**config.mk**
```make
export PLATFORM = sky130hd
export DESIGN_NAME = dsa_guard
export DESIGN_NICKNAME = d
export VERILOG_FILES = /design/src/rtl/dsa_guard.sv
export SDC_FILE = /design/constraint.sdc
export NUM_CORES = 1
export LEC_CHECK = 0
export CAP_MARGIN = 10
export CORE_UTILIZATION = 23
export DETAILED_ROUTE_END_ITERATION = 16
export PLACE_DENSITY = 0.87
export SYNTH_ARGS = -nofsm -noshare
export SYNTH_HDL_FRONTEND = slang
export SYNTH_SLANG_ARGS = --single-unit
```
**constraint.sdc**
```tcl
create_clock -name clk -period 3.1 [get_ports clk]
set_input_delay 0.31 -clock clk [delete_from_list [all_inputs] [get_ports clk]]
set_output_delay 0.31 -clock clk [all_outputs]
set_load 0.01 [all_outputs]
```
**src/rtl/dsa_guard.sv**
```systemverilog
module dsa_guard #(
  parameter logic [15:0] Y_BASE  = 16'h1800,
  parameter logic [15:0] RAM_TOP = 16'h2800
) (
  input  logic        clk,
  input  logic        rst_n,
  input  logic [15:0] acc_addr,
  input  logic        acc_rd,
  input  logic        acc_wr,
  input  logic        acc_byte,
  input  logic        acc_dsp,
  input  logic [3:0]  acc_ptr,
  input  logic [15:0] acc_wdata,
  output logic [14:0] ram_addr,
  output logic        ram_rd,
  output logic [1:0]  ram_we,
  output logic [15:0] ram_wdata,
  input  logic [15:0] ram_rdata,
  output logic [15:0] rd_data,
  output logic        trap
);
  logic impl, in_y, x_only, y_only, blank, odd_word, fault;

  assign impl     = acc_addr < RAM_TOP;
  assign in_y     = impl && (acc_addr >= Y_BASE);
  assign x_only   = acc_dsp && (acc_ptr == 4'd8  || acc_ptr == 4'd9);
  assign y_only   = acc_dsp && (acc_ptr == 4'd10 || acc_ptr == 4'd11);
  assign blank    = !impl || (x_only && in_y) || (y_only && !in_y);
  assign odd_word = !acc_byte && acc_addr[0];
  assign fault    = (acc_rd || acc_wr) && (!impl || odd_word);

  assign ram_addr  = acc_addr[15:1];
  assign ram_rd    = acc_rd && !blank;
  assign ram_wdata = acc_byte ? {2{acc_wdata[7:0]}} : acc_wdata;

  always_comb begin
    ram_we = 2'b00;
    if (acc_wr && impl && !odd_word)
      ram_we = !acc_byte ? 2'b11 : (acc_addr[0] ? 2'b10 : 2'b01);
  end

  always_comb begin
    if (!acc_rd || blank)  rd_data = 16'h0000;
    else if (acc_byte)     rd_data = {8'h00, acc_addr[0] ? ram_rdata[15:8] : ram_rdata[7:0]};
    else                   rd_data = ram_rdata;
  end

  always_ff @(posedge clk or negedge rst_n)
    if (!rst_n) trap <= 1'b0;
    else        trap <= fault;
endmodule

```
==> Yosys cells after proc, flatten, opt, wreduce, memory -nomap -nowiden <==
Cells that the tools add are included.
{ "word_totals": {"regBits": 1, "wordCells": 37, "inputBits": 58, "output_inout_bits": 51} }
{ "classes": {"order_cmp": 2, "reduce_logical": 23, "n_eq_ne": 4, "n_mux": 7} }
{ "op_table": {"columns": ["operator", "count"], "rows": [
  ["$mux 16", 3],
  ["$eq 4x4->1 const B", 4],
  ["$ge 16x13->1 const B", 1],
  ["$lt 16x14->1 const B", 1],
  ["$logic_and 1x1->1", 10],
  ["$mux 8", 1],
  ["$logic_or 1x1->1", 7],
  ["$logic_not 1->1", 6],
  ["$mux 2", 3]
]} }

==> Longest topological paths before layout <==
{ "depth": {"ltp_word": 8, "depth_mapped": 4, "mapped_depth_nobuf": 3} }

==> Worst setup path after synthesis <==
Ideal clock, no wire load.
{ "synth_path": {"kind": "in2out", "start": "input acc_addr[11]", "end": "output rd_data[10]", "setup_slack_ns": 1.452, "arrival_time_ns": 1.338, "t_required_ns": 2.790, "stages": 4, "path_buffers": 1, "cell_sequence": "a2111oi_4 -> mux2i_2 -> buf_6 -> nor3_1"} }
{ "synth_via": {"elab_chain_len": 7, "word_cells_on_any_way": 11, "classes_between": "2 x order compare; 1 x mux; 8 x reduce/logical"} }
{ "synth_rtl": {"columns": ["element", "line_no", "text"], "rows": [
  ["start: declaration", "7", "input logic [15:0] acc_addr,"],
  ["$lt 16x14->1 or $ge 16x13->1 (tied branches)", "24, 25", null],
  ["$logic_and 1x1->1", "25", "assign in_y = impl && (acc_addr >= Y_BASE);"],
  ["$logic_and 1x1->1 or $logic_not 1->1 (tied branches)", "28", "assign blank = !impl || (x_only && in_y) || (y_only && !in_y);"],
  ["$logic_or 1x1->1 or $logic_and 1x1->1 (tied branches)", "28", null],
  ["$logic_or 1x1->1 (*)", "28", null],
  ["$logic_or 1x1->1 (*)", "43", "if (!acc_rd || blank) rd_data = 16'h0000;"],
  ["$mux 16 (*)", "43", null],
  ["end: declaration", "19", "output logic [15:0] rd_data,"]
]} }
Mark *: on every way between the ends. The rest lies on a longest branch, timed or not.

==> Final worst setup path <==
{ "layout_path": {"start": "input acc_addr[12]", "end": "output rd_data[6]"} }
Same word-level chain as after synthesis.

==> flow_summary.toml <==
[cells_and_area]
nets = 208
top_register = "trap"
instances_no_fill = 178
largest_reg_flops = 1
area_delta_synth_final_pct = 117
fillers = 244
antenna_cells = 0
fin_area_sq_um = 1370
layout-drive-gt1-share_pct = 10.8
top_regs = "trap: 1 flops"

[worst_setup_path]
cp.arrival_ns = 2.38
slowest_delay_ns = 0.59
cp_slowest_cell = "clkdlybuf4s50_1"
worst_setup_path_startpoint = "acc_addr[12]"
worst_setup_path_end_kind = "output pin"
path_class = "in -> out"
path_cells = "clkdlybuf4s50_1 > o21ai_0 > nand3_1 > nor3_1 > clkdlybuf4s50_1"
cpMostUsedCell = "clkdlybuf4s50_1"
worst-path-buf-inv = 2
start_kind = "input port"
required_ns = 2.79
cp_top_family = "buffers and inverters"
path_max_fanout = 9

[floorplan]
row_count = 18
dieHeight_um = 54.5
die_width_um = 54.5
core_area_sq_um = 2540
die_area_sq_um = 2970
start_util_pct = 24.9
boundaryPins = 109

[sta]
whs_ns = 0.460
period_share_pct = 86.6
layout_min_cycle_time_ns = 2.69
maxSlewViolCount = 0
relSlewSlack_pct = 66.7
max_clock_freq_mhz = 372
finalSetupTns_ns = 0
rsz0062_at_grt = "false"
hold_viol_final = 0
tightest_slew_ns = 0.498
setup_viol = 0

[route]
wl_per_cell_um = 13.0
drc_errors = 0
viasPerCell = 4.69
vias = 834
drtPass1Iterations = 4
routed_wirelength_um = 2310
drtAntennaViolNets = 0
drt_iter0_drc = 6

[placed_design]
gp_congestion = 0.773
dp.final_hpwl_um = 1970
post-place-cells = 178
dpl_cell_area_sq_um = 1370
io_buffers = 87

[clock_network]
post_cts_resized = 0
postCtsSetupBuffers = 0
path_clk_slew_ns = 0
cts_hold_buf = 0

[logic_synthesis]
synth-seq-cells = 1
ys_seq_area_share_pct = 3.94
synth_nets = 142
syn_area_per_cell_sq_um = 7.55
syn_area_sq_um = 634
synthDistinctLibCells = 21
yosysWarnings = 0
post-synth-top-area-cell = "buf_4"
synth_top_area_share_pct = 27.2
syn-instance-count = 84
synthTopCellsByArea = "buf_4 (27%), mux2_2 (14%), mux2i_1 (13%), nor3_1 (11%), nand2_1 (5.9%)"

[run_status]
status = "finished, final reports clean"

[pwr]
vdd_drop_max_mv = 0.109
power.total_mw = 0.179
power_density_nw_per_um2 = 131
total_leakage_power_nw = 0.508

[global_route]
antenna_found_initial = 0
gr-usage-all-layers_pct = 14.9
grt_pass1_vias = 816
grt_start_max_net_pins = 18
grt_overflow = 0
grt_pass1_wl_um = 3370

[flow_run]
drv_cap = 0

[worst_hold_path]
hold_class = "in -> async"
## cell families after synthesis
logic type / count (synthesis) / synth area share, %
compound gates: 4 / 7.30
buf+inv: 26 / 30.2
mux: 17 / 29.0
flops: 1 / 3.94
simple gates: 36 / 29.6
## placed cells by master (no fill, tap or decap), types with 2 or more instances in the layout
cell	n
nor2b_1	2
clkdlybuf4s50_1	87
mux2_2	8
nor3_2	2
nand2_1	10
buf_4	3
nor3_1	14
nand3_1	2
mux2i_1	8
nor2_1	3
## where the power goes
part           internal, mW  switching (mW)
combinational         0.109          0.0560
sequential           0.0143        0.000230
clock                     0               0
## per-stage QoR
step                      worst slack [ns]  utilization (%)
after floorplan                       1.45                -
after global placement               0.461             54.0
after detailed placement             0.407             54.0
after CTS                            0.386             54.0
after global routing                 0.259             54.0
final                                0.414             54.0
## layout make-up
type,instances,area [sq um],share of cell area (%)
multi-input combinational,57,418,30.4
sequential,1,25.0,1.82
timing repair buffer,90,893,65.0
tap,30,37.5,2.73
## how the worst max path moves through the flow
| stage | end | slack (ns) | depth (start not counted) |
|---|---|---|---|
| 2_1_floorplan | rd_data[10] | 1.45 | 4 |
| 3_3_place_gp | rd_data[1] | 0.46 | 5 |
| 3_5_place_dp | rd_data[6] | 0.41 | 5 |
| 4_1_cts | rd_data[6] | 0.39 | 5 |
| 5_1_grt | rd_data[1] | 0.26 | 5 |
| 6_report | rd_data[6] | 0.41 | 5 |
## cells in the mapped netlist
cell type,n
nor3_2,2
nand3_1,2
nor2b_1,2
buf_6,1
mux2i_1,8
buf_4,23
o22a_1,1
nor3_1,14
buf_1,1
nand4b_1,1
clkbuf_1,1
mux2_2,8
a2111oi_4,1
o21ai_0,1
mux2i_2,1
nand2_1,10
a21oi_1,1
nor2_1,3
dfrtp_1,1
nand4bb_1,1
or2_2,1
## metal layers
| layer | vias up | part of all wire (%) | track usage [%] |
|---|---|---|---|
| li1 | 405 | - | - |
| met1 | 371 | 35 | 14.0 |
| met2 | 54 | 54 | 31.1 |
| met3 | 4 | 9.4 | 2.78 |
| met4 | 0 | 1.5 | 4.70 |
| met5 | - | 0 | 0 |
Power figures use the tool's default switching activity.
